===== src/rtl/ptp_time_pkg.sv =====
package ptp_time_pkg;
  localparam int unsigned NS_PER_SEC = 1_000_000_000;
  localparam int NS_W = 30;

  typedef enum logic [1:0] {
    STEER_NONE = 2'd0,
    STEER_LOAD = 2'd1,
    STEER_ADJ  = 2'd2
  } steer_e;
endpackage


===== src/rtl/ptp_period_reg.sv =====
module ptp_period_reg #(
  parameter int PER_NS_W   = 8,
  parameter int FRAC_W     = 32,
  parameter int RST_PER_NS = 8
) (
  input  logic                clk_i,
  input  logic                rst_ni,
  input  logic                we_i,
  input  logic [PER_NS_W-1:0] ns_i,
  input  logic [FRAC_W-1:0]   frac_i,
  output logic [PER_NS_W-1:0] ns_o,
  output logic [FRAC_W-1:0]   frac_o
);
  always_ff @(posedge clk_i or negedge rst_ni) begin
    if (!rst_ni) begin
      ns_o   <= PER_NS_W'(RST_PER_NS);
      frac_o <= '0;
    end else if (we_i) begin
      ns_o   <= ns_i;
      frac_o <= frac_i;
    end
  end
endmodule


===== src/rtl/ptp_steer_mux.sv =====
module ptp_steer_mux
  import ptp_time_pkg::*;
#(
  parameter int SEC_W      = 48,
  parameter int FRAC_W     = 32,
  parameter int OUT_FRAC_W = 8,
  parameter int ADJ_W      = 32
) (
  input  logic                  load_i,
  input  logic                  adjust_i,
  input  logic [SEC_W-1:0]      cur_sec_i,
  input  logic [NS_W-1:0]       cur_ns_i,
  input  logic [FRAC_W-1:0]     cur_frac_i,
  input  logic [SEC_W-1:0]      ld_sec_i,
  input  logic [NS_W-1:0]       ld_ns_i,
  input  logic [OUT_FRAC_W-1:0] ld_frac_i,
  input  logic [ADJ_W-1:0]      adj_ns_i,
  output logic [SEC_W-1:0]      base_sec_o,
  output logic [NS_W-1:0]       base_ns_o,
  output logic [FRAC_W-1:0]     base_frac_o,
  output logic [ADJ_W-1:0]      off_o
);
  localparam int PAD_W = FRAC_W - OUT_FRAC_W;

  steer_e sel;

  // load wins over adjust
  always_comb begin
    if (load_i)        sel = STEER_LOAD;
    else if (adjust_i) sel = STEER_ADJ;
    else               sel = STEER_NONE;
  end

  always_comb begin
    base_sec_o  = cur_sec_i;
    base_ns_o   = cur_ns_i;
    base_frac_o = cur_frac_i;
    off_o       = '0;
    unique case (sel)
      STEER_LOAD: begin
        base_sec_o  = ld_sec_i;
        base_ns_o   = ld_ns_i;
        base_frac_o = {ld_frac_i, {PAD_W{1'b0}}};
      end
      STEER_ADJ: off_o = adj_ns_i;
      default: ;
    endcase
  end
endmodule


===== src/rtl/ptp_ns_norm.sv =====
module ptp_ns_norm
  import ptp_time_pkg::*;
#(
  parameter int SEC_W    = 48,
  parameter int PER_NS_W = 8,
  parameter int FRAC_W   = 32,
  parameter int ADJ_W    = 32
) (
  input  logic [SEC_W-1:0]    sec_i,
  input  logic [NS_W-1:0]     ns_i,
  input  logic [FRAC_W-1:0]   frac_i,
  input  logic [PER_NS_W-1:0] per_ns_i,
  input  logic [FRAC_W-1:0]   per_frac_i,
  input  logic [ADJ_W-1:0]    off_i,
  output logic [SEC_W-1:0]    sec_o,
  output logic [NS_W-1:0]     ns_o,
  output logic [FRAC_W-1:0]   frac_o,
  output logic                carry_o
);
  localparam int SUM_W = ((ADJ_W > NS_W) ? ADJ_W : NS_W) + 3;
  localparam logic [SUM_W-1:0] LIM = SUM_W'(NS_PER_SEC);

  logic [FRAC_W:0]  frac_sum;
  logic [SUM_W-1:0] ns_sum;
  logic [SUM_W-1:0] ns_fix;

  assign frac_sum = {1'b0, frac_i} + {1'b0, per_frac_i};
  assign frac_o   = frac_sum[FRAC_W-1:0];

  // two's complement sum; MSB set means negative
  assign ns_sum = {{(SUM_W-NS_W){1'b0}}, ns_i}
                + {{(SUM_W-PER_NS_W){1'b0}}, per_ns_i}
                + {{(SUM_W-1){1'b0}}, frac_sum[FRAC_W]}
                + {{(SUM_W-ADJ_W){off_i[ADJ_W-1]}}, off_i};

  always_comb begin
    ns_fix  = ns_sum;
    sec_o   = sec_i;
    carry_o = 1'b0;
    if (ns_sum[SUM_W-1]) begin
      ns_fix = ns_sum + LIM;
      sec_o  = sec_i - SEC_W'(1);
    end else if (ns_sum >= LIM) begin
      ns_fix  = ns_sum - LIM;
      sec_o   = sec_i + SEC_W'(1);
      carry_o = 1'b1;
    end
  end

  assign ns_o = ns_fix[NS_W-1:0];
endmodule


===== src/rtl/ptp_time_counter.sv =====
module ptp_time_counter
  import ptp_time_pkg::*;
#(
  parameter int SEC_W      = 48,
  parameter int PER_NS_W   = 8,
  parameter int FRAC_W     = 32,
  parameter int OUT_FRAC_W = 8,
  parameter int ADJ_W      = 32,
  parameter int RST_PER_NS = 8
) (
  input  logic                  clk_i,
  input  logic                  rst_ni,
  input  logic                  load_i,
  input  logic [SEC_W-1:0]      ld_sec_i,
  input  logic [NS_W-1:0]       ld_ns_i,
  input  logic [OUT_FRAC_W-1:0] ld_frac_i,
  input  logic                  adjust_i,
  input  logic [ADJ_W-1:0]      adj_ns_i,
  input  logic                  period_we_i,
  input  logic [PER_NS_W-1:0]   per_ns_i,
  input  logic [FRAC_W-1:0]     per_frac_i,
  output logic [SEC_W-1:0]      sec_o,
  output logic [NS_W-1:0]       ns_o,
  output logic [OUT_FRAC_W-1:0] frac_o,
  output logic                  pps_tick_o
);
  logic [PER_NS_W-1:0] per_ns;
  logic [FRAC_W-1:0]   per_frac;
  logic [SEC_W-1:0]    sec_q, base_sec, nxt_sec;
  logic [NS_W-1:0]     ns_q, base_ns, nxt_ns;
  logic [FRAC_W-1:0]   frac_q, base_frac, nxt_frac;
  logic [ADJ_W-1:0]    off;
  logic                carry, tick_q;

  ptp_period_reg #(
    .PER_NS_W(PER_NS_W), .FRAC_W(FRAC_W), .RST_PER_NS(RST_PER_NS)
  ) u_period (
    .clk_i(clk_i), .rst_ni(rst_ni), .we_i(period_we_i),
    .ns_i(per_ns_i), .frac_i(per_frac_i),
    .ns_o(per_ns), .frac_o(per_frac)
  );

  ptp_steer_mux #(
    .SEC_W(SEC_W), .FRAC_W(FRAC_W), .OUT_FRAC_W(OUT_FRAC_W), .ADJ_W(ADJ_W)
  ) u_steer (
    .load_i(load_i), .adjust_i(adjust_i),
    .cur_sec_i(sec_q), .cur_ns_i(ns_q), .cur_frac_i(frac_q),
    .ld_sec_i(ld_sec_i), .ld_ns_i(ld_ns_i), .ld_frac_i(ld_frac_i),
    .adj_ns_i(adj_ns_i),
    .base_sec_o(base_sec), .base_ns_o(base_ns), .base_frac_o(base_frac),
    .off_o(off)
  );

  ptp_ns_norm #(
    .SEC_W(SEC_W), .PER_NS_W(PER_NS_W), .FRAC_W(FRAC_W), .ADJ_W(ADJ_W)
  ) u_norm (
    .sec_i(base_sec), .ns_i(base_ns), .frac_i(base_frac),
    .per_ns_i(per_ns), .per_frac_i(per_frac), .off_i(off),
    .sec_o(nxt_sec), .ns_o(nxt_ns), .frac_o(nxt_frac), .carry_o(carry)
  );

  always_ff @(posedge clk_i or negedge rst_ni) begin
    if (!rst_ni) begin
      sec_q  <= '0;
      ns_q   <= '0;
      frac_q <= '0;
      tick_q <= 1'b0;
    end else begin
      sec_q  <= nxt_sec;
      ns_q   <= nxt_ns;
      frac_q <= nxt_frac;
      tick_q <= carry;
    end
  end

  assign sec_o      = sec_q;
  assign ns_o       = ns_q;
  assign frac_o     = frac_q[FRAC_W-1 -: OUT_FRAC_W];
  assign pps_tick_o = tick_q;
endmodule


===== config.mk =====
export PLATFORM = sky130hd
export DESIGN_NAME = ptp_time_counter
export DESIGN_NICKNAME = d
export VERILOG_FILES = /design/src/rtl/ptp_time_pkg.sv /design/src/rtl/ptp_period_reg.sv /design/src/rtl/ptp_steer_mux.sv /design/src/rtl/ptp_ns_norm.sv /design/src/rtl/ptp_time_counter.sv
export SDC_FILE = /design/constraint.sdc
export NUM_CORES = 1
export LEC_CHECK = 0
export BUFFER_PORTS_ARGS = -buffer_cell sky130_fd_sc_hd__buf_2
export CAP_MARGIN = 20
export CORE_MARGIN = 2
export CORE_UTILIZATION = 50
export DETAILED_ROUTE_END_ITERATION = 6
export PLACE_DENSITY = 0.73
export SLEW_MARGIN = 15
export SYNTH_ARGS = -nofsm -noshare
export SYNTH_HDL_FRONTEND = slang
export SYNTH_HIERARCHICAL = 1
export SYNTH_SLANG_ARGS = --single-unit

===== constraint.sdc =====
create_clock -name clk_i -period 26.7 [get_ports clk_i]
set_clock_uncertainty 0.15 [all_clocks]
set_input_delay 5.34 -clock clk_i [delete_from_list [all_inputs] [get_ports clk_i]]
set_output_delay 5.34 -clock clk_i [all_outputs]
set_load 0.01 [all_outputs]

[After elaboration in Yosys (flattened, before gate mapping)]
Index checks and enable logic that the tools add are counted.
Widths: inputs -> output; s select.
Operators by class
  add/sub/neg operators: 8
  order comparisons: 1
  eq/ne operators: 2
  mux-type cells: 12
Operator list (number)
  $mux 48: 3
  $mux 30: 3
  $mux 32: 2
  $add 48x1->48 const B: 1
  $sub 48x1->48 const B: 1
  $add 35x1->35: 1
  $add 35x35->35: 1
  $ge 35x30->1 const B: 1
  $add 32x32->33: 1
  $add 30x8->31: 1
  $add 30x30->30 const B: 1
  $sub 30x30->30 const B: 1
  $mux 2: 2
  $eq 2x1->1 const B: 1
  $eq 2x2->1 const B: 1
  $mux 1: 2
Word-level totals
  flip-flop bits (word level): 151
  input port bits: 163
  output and inout bits: 87
  logic and storage cells: 29

[Logic depth before layout (Yosys ltp)]
  depth after elaboration: 10
  mapped depth: 46

[By module]
Netlist, hierarchy kept.
Modules (own cells, without submodules)
  ptp_ns_norm: instances 1, cells each 1056, area each 7085.5 um^2
  ptp_time_counter: instances 1, cells each 119, area each 2837.7 um^2
  ptp_steer_mux: instances 1, cells each 161, area each 1611.5 um^2
  ptp_period_reg: instances 1, cells each 84, area each 1497.7 um^2

[Least setup slack after synthesis]
No wires, ideal clock.
  kind: in2reg
  from: input port load_i
  to: register, netlist name ns_o[25]
  data arrival time: 13465 ps
  setup slack: 12951 ps
  stages on the path: 45
  path through: buf_6 > buf_6 > buf_2 > nor2b_1 > ha_1 > fa_1 > a21o_1 > a21oi_1 > nor2b_1 > nor4_1 > o311a_1 > a31oi_1 > a21oi_1 > a211oi_1 > o31a_1 > o21ai_0 > a21oi_1 > fa_1 > [... 9 more ...] > o211ai_1 > nor2_1 > xnor2_1 > ha_1 > buf_2 > a21o_1 > a31oi_1 > o21a_1 > mux2_2 > a31oi_1 > nand4_1 > o221a_2 > a211o_1 > a21oi_4 > buf_6 > buf_6 > o22ai_1 > xnor2_1
RTL lines
  start: declaration: line ptp_time_counter.sv:13  | input logic load_i,

[Final worst setup path]
  from: input port load_i
  to: register sec_q[1] (netlist: sec_o[1])
On the way
  cells in the longest elaborated chain, start to end: 9
  elaborated cells between the ends (all ways): 16
  classes of those cells: add/sub (6); order compare (1); eq/ne (2); mux (7)
RTL lines
  $mux 2 (*): line ptp_steer_mux.sv:29  | if (load_i) sel = STEER_LOAD;
  $eq 2x1->1 (*): line ptp_steer_mux.sv:39  | unique case (sel)
  $mux 32 (*): line ptp_steer_mux.sv:39
  named net base_frac[2]: line ptp_time_counter.sv:31  | logic [FRAC_W-1:0] frac_q, base_frac, nxt_frac;
  $add 32x32->33 (*): line ptp_ns_norm.sv:27  | assign frac_sum = {1'b0, frac_i} + {1'b0, per_frac_i};
  $add 35x1->35 (*): line ptp_ns_norm.sv:33  | + {{(SUM_W-1){1'b0}}, frac_sum[FRAC_W]}
  $add 35x35->35 (*): line ptp_ns_norm.sv:34  | + {{(SUM_W-ADJ_W){off_i[ADJ_W-1]}}, off_i};
  $ge 35x30->1: line ptp_ns_norm.sv:43  | end else if (ns_sum >= LIM) begin
  $mux 48: line ptp_ns_norm.sv:43
  $mux 48 (*): line ptp_ns_norm.sv:40  | if (ns_sum[SUM_W-1]) begin
  named net nxt_sec[1]: line ptp_time_counter.sv:29  | logic [SEC_W-1:0] sec_q, base_sec, nxt_sec;
  end signal: assignment: line ptp_time_counter.sv:69  | sec_q <= nxt_sec;
  end: declaration: line ptp_time_counter.sv:29
Mark *: on every way through the listed nets, which the timed path passes. The rest lies on a longest branch.
A chain may end at the register's enable or synchronous reset.

==> impl_results.md <==
* Number of top-level pins at 250
* Die H at 165 um
* Residual overflow from global routing at 0
* Fraction of layout cells with a size suffix above 1 at 27.3%
* CP Class: primary input to flop
* Post-route DRC violation count at 0
* Core box area at 25,800 um^2
* Setup TNS at 0 ns
* Leakage dissipation at 6.76 nW
* Hold Crit Class: flop to flop
* Final Hold Viols at 0
* Top FF cell, synth: dfrtp_1
* Pins Over Slew Limit at 0
* Worst-Skew Late Latency at 0.44 ns
* Finished Layout Cells at 1,967
* Synth cell types at 85
* Status: finished, final reports clean
* Top-area cell type share of the netlist area at 28.8%
* Tightest Pin Transition at 1.06 ns
* Pin count of the biggest net entering global routing at 101
* P&R area growth vs syn at 14.3%
* CTS tree: yes
* Slew margin rel. at 27.6%
* Clk buf depth at 2
* Register area share after synthesis at 29.0%
* Cell Count Post-Placement at 1,931
* Antenna-violating nets left at 0
* RSZ-0062 raised after global routing: no
* # setup viols final at 0
* Post-synth EDFFs at 0
* Via-to-Cell Ratio at 5.95
* Min Clock Period, post-route at 15.97 ns
* Post-CTS Setup Bufs at 0
* Crit Path Max Fanout at 87
* Synth Instances at 1,420
* Crit-path slowest cell: a311oi_1
* Cell taking the most area after synthesis: dfrtp_1
* Clk sinks at 151
* Post_cts resized at 0
* Pwr Density at 85.9 nW/um^2
* First-pass GRT wire length at 55.0 mm
* Max stage delay on crit path at 0.74 ns
* Fin nets at 1,856
* Critical Path End Type: flop
* Initial core utilization at 50.4%
* Synth Register Bits at 151
* Std-Cell Rows at 59
* Ys async rst share at 100%
* Global-route usage over all layers at 25.3%
* Worst VDD drop at 47.8 uV
* Iter 0 DRT Violations at 763
* Vias in the first global route at 10,960
* H-tree depth at 4
* Detail Placement HPWL at 26.4 mm
* Synthesized area per cell at 9.18 um^2
* CTS Buf Count at 17
* Wire per inst at 18.0 um
* PortBufs at 249
* Clk Tree Root Cell: clkbuf_16
* Mapped Area at 13,000 um^2
* Req. time, crit path at 26.90 ns
* Clock-pin slew on the worst setup and hold paths at 0.07 ns
* Width of the die at 165 um
* Fin crit share at 59.8%
* Synth area leaders: dfrtp_1, mux2_2, xnor2_1
* Syn nets at 1,661
* WL final at 35.4 mm
* FMAX at 0.0626 GHz
* Via count at 11,707
* Worst path arrival time at 16.17 ns
* 1st-pass router iterations at 6
* Hold-fix buffers, CTS at 0
* Initial antenna violation count at 4
* CP Launch Type: primary input
* Global placement routability congestion at 0.935
* Die area at 27,400 um^2
* Max_cap viols at 0
* Hold Worst Slack at 0.366 ns
* YS warnings at 6
* Most used cell, CP: o21ai_0
==> layout by cell type (no fill, tap or decap), types with 9 or more instances in the layout <==
| cell type | netlist | routed |
|---|---|---|
| buf_2 | 20 | 247 |
| dfrtp_1 | 150 | 150 |
| xnor2_1 | 114 | 114 |
| mux2_2 | 103 | 103 |
| o21ai_0 | 87 | 87 |
| nand2_1 | 86 | 86 |
| nor2_1 | 82 | 82 |
| ha_1 | 74 | 74 |
| a21oi_1 | 70 | 70 |
| nand3_1 | 53 | 53 |
| a21o_1 | 40 | 40 |
| inv_1 | 34 | 34 |
| nor2b_1 | 33 | 33 |
| and3b_1 | 33 | 33 |
| nor3_1 | 30 | 30 |
| xor2_1 | 26 | 26 |
| nand4_1 | 25 | 25 |
| mux2_4 | 24 | 24 |
| and3_1 | 21 | 21 |
| clkbuf_16 | 0 | 17 |
| o21a_1 | 16 | 15 |
| and2_1 | 14 | 14 |
| o22ai_1 | 14 | 14 |
| a211oi_1 | 13 | 13 |
| nor4_1 | 13 | 13 |
| a31oi_1 | 12 | 12 |
| o21ai_1 | 12 | 12 |
| nand2b_1 | 10 | 10 |
| or3_1 | 10 | 10 |
| o31ai_1 | 10 | 10 |
| o211ai_1 | 9 | 9 |
==> metal layers <==
metal | share of wire (%) | routed length, um | vias to the layer above | global-route usage [%]
met2 | 48 | 17000 | 471 | 43.1
li1 | - | - | 5618 | -
met5 | 0 | 0 | - | 0
met1 | 44 | 15700 | 5570 | 33.2
met4 | 1.6 | 578 | 0 | 8.03
met3 | 6.0 | 2130 | 48 | 3.45
==> path summary, 6_finish.rpt <==
| check | slack [ns] | cells past startpoint | endpoint | startpoint |
|---|---|---|---|---|
| max | 10.73 | 40 | sec_o[1] | load_i |
| min | 0.37 | 1 | u_period/frac_o[7] | u_period/frac_o[7] |
| max reg2reg | 16.21 | 39 | sec_o[1] | frac_q[0] |
| min reg2reg | 0.37 | 1 | u_period/frac_o[7] | u_period/frac_o[7] |
| max in group asynchronous | 20.24 | 2 | u_period/frac_o[7] | rst_ni |
| min in group asynchronous | 4.89 | 1 | sec_o[18] | rst_ni |
==> where the power goes <==
group,internal (W),total (W),leakage (nW),switching [W]
Clock,0.000128,0.000234,0.277,0.000106
Sequential,0.000296,0.000331,1.76,0.0000345
Combinational,0.000292,0.000715,4.72,0.000423
Total,0.000716,0.00128,6.76,0.000563
==> layout make-up <==
cell class                      count  area (um^2)
Antenna cell                        4         10.0
Clock buffer                       21          470
Clock inverter                     11         86.3
Fill cell                        2313        10900
Inverter                           34          128
Multi-Input combinational cell   1155         8670
Sequential cell                   151         3780
Tap cell                          335          419
Timing Repair Buffer              256         1330
==> critical path, delay by kind of cell <==
kind,cells,cell delay (ns)
AOI/OAI and AO/OA,23,6.22
xor gates and xnor gates,1,0.15
adders and majority gates,4,1.34
buffers and inverters,4,1.76
and+or+nand+nor,8,1.28
==> sequential cells by signal, summed over array words and instances (netlist names) <==
signal	count
frac_q	32
ns_o	30
pps_tick_o	1
sec_o	48
u_period/frac_o	32
u_period/ns_o	8
==> Yosys cell counts, types with 8 or more instances <==
cell type / count
dfrtp_1: 150
xnor2_1: 114
mux2_2: 103
o21ai_0: 87
nand2_1: 86
nor2_1: 82
ha_1: 74
a21oi_1: 70
nand3_1: 53
a21o_1: 40
inv_1: 34
and3b_1: 33
nor2b_1: 33
clkbuf_1: 32
nor3_1: 30
xor2_1: 26
nand4_1: 25
mux2_4: 24
and3_1: 21
buf_2: 20
o21a_1: 16
and2_1: 14
o22ai_1: 14
a211oi_1: 13
buf_6: 13
nor4_1: 13
a31oi_1: 12
o21ai_1: 12
nand2b_1: 10
o31ai_1: 10
or3_1: 10
o211ai_1: 9
buf_4: 8
==> cells by family (layout without fill, tap and decap cells) <==
logic type	Yosys count	in the layout	share of synthesized area [%]
adder cells (fa/ha/maj)	78	78	7.72
AO/OA/AOI/OAI	370	370	19.5
flip-flops	151	151	29.0
XOR/XNOR	142	142	9.66
buffers and inverters	114	322	4.49
AND/OR/NAND/NOR	437	437	17.9
other	0	4	0
multiplexers	128	128	11.7
==> metrics by stage <==
step	setup slack, ns	power (W)	cell area [um^2]	util [%]
finish	10.73	0.00128	14900	57.6
detailed placement	10.54	0.00103	14300	55.4
global placement	10.90	0.00102	14300	55.3
floorplan	12.95	0.000856	13000	-
global route	10.00	0.00137	14900	57.6
CTS	10.94	0.00127	14900	57.6
No activity file was read; power rests on OpenSTA's default activity.
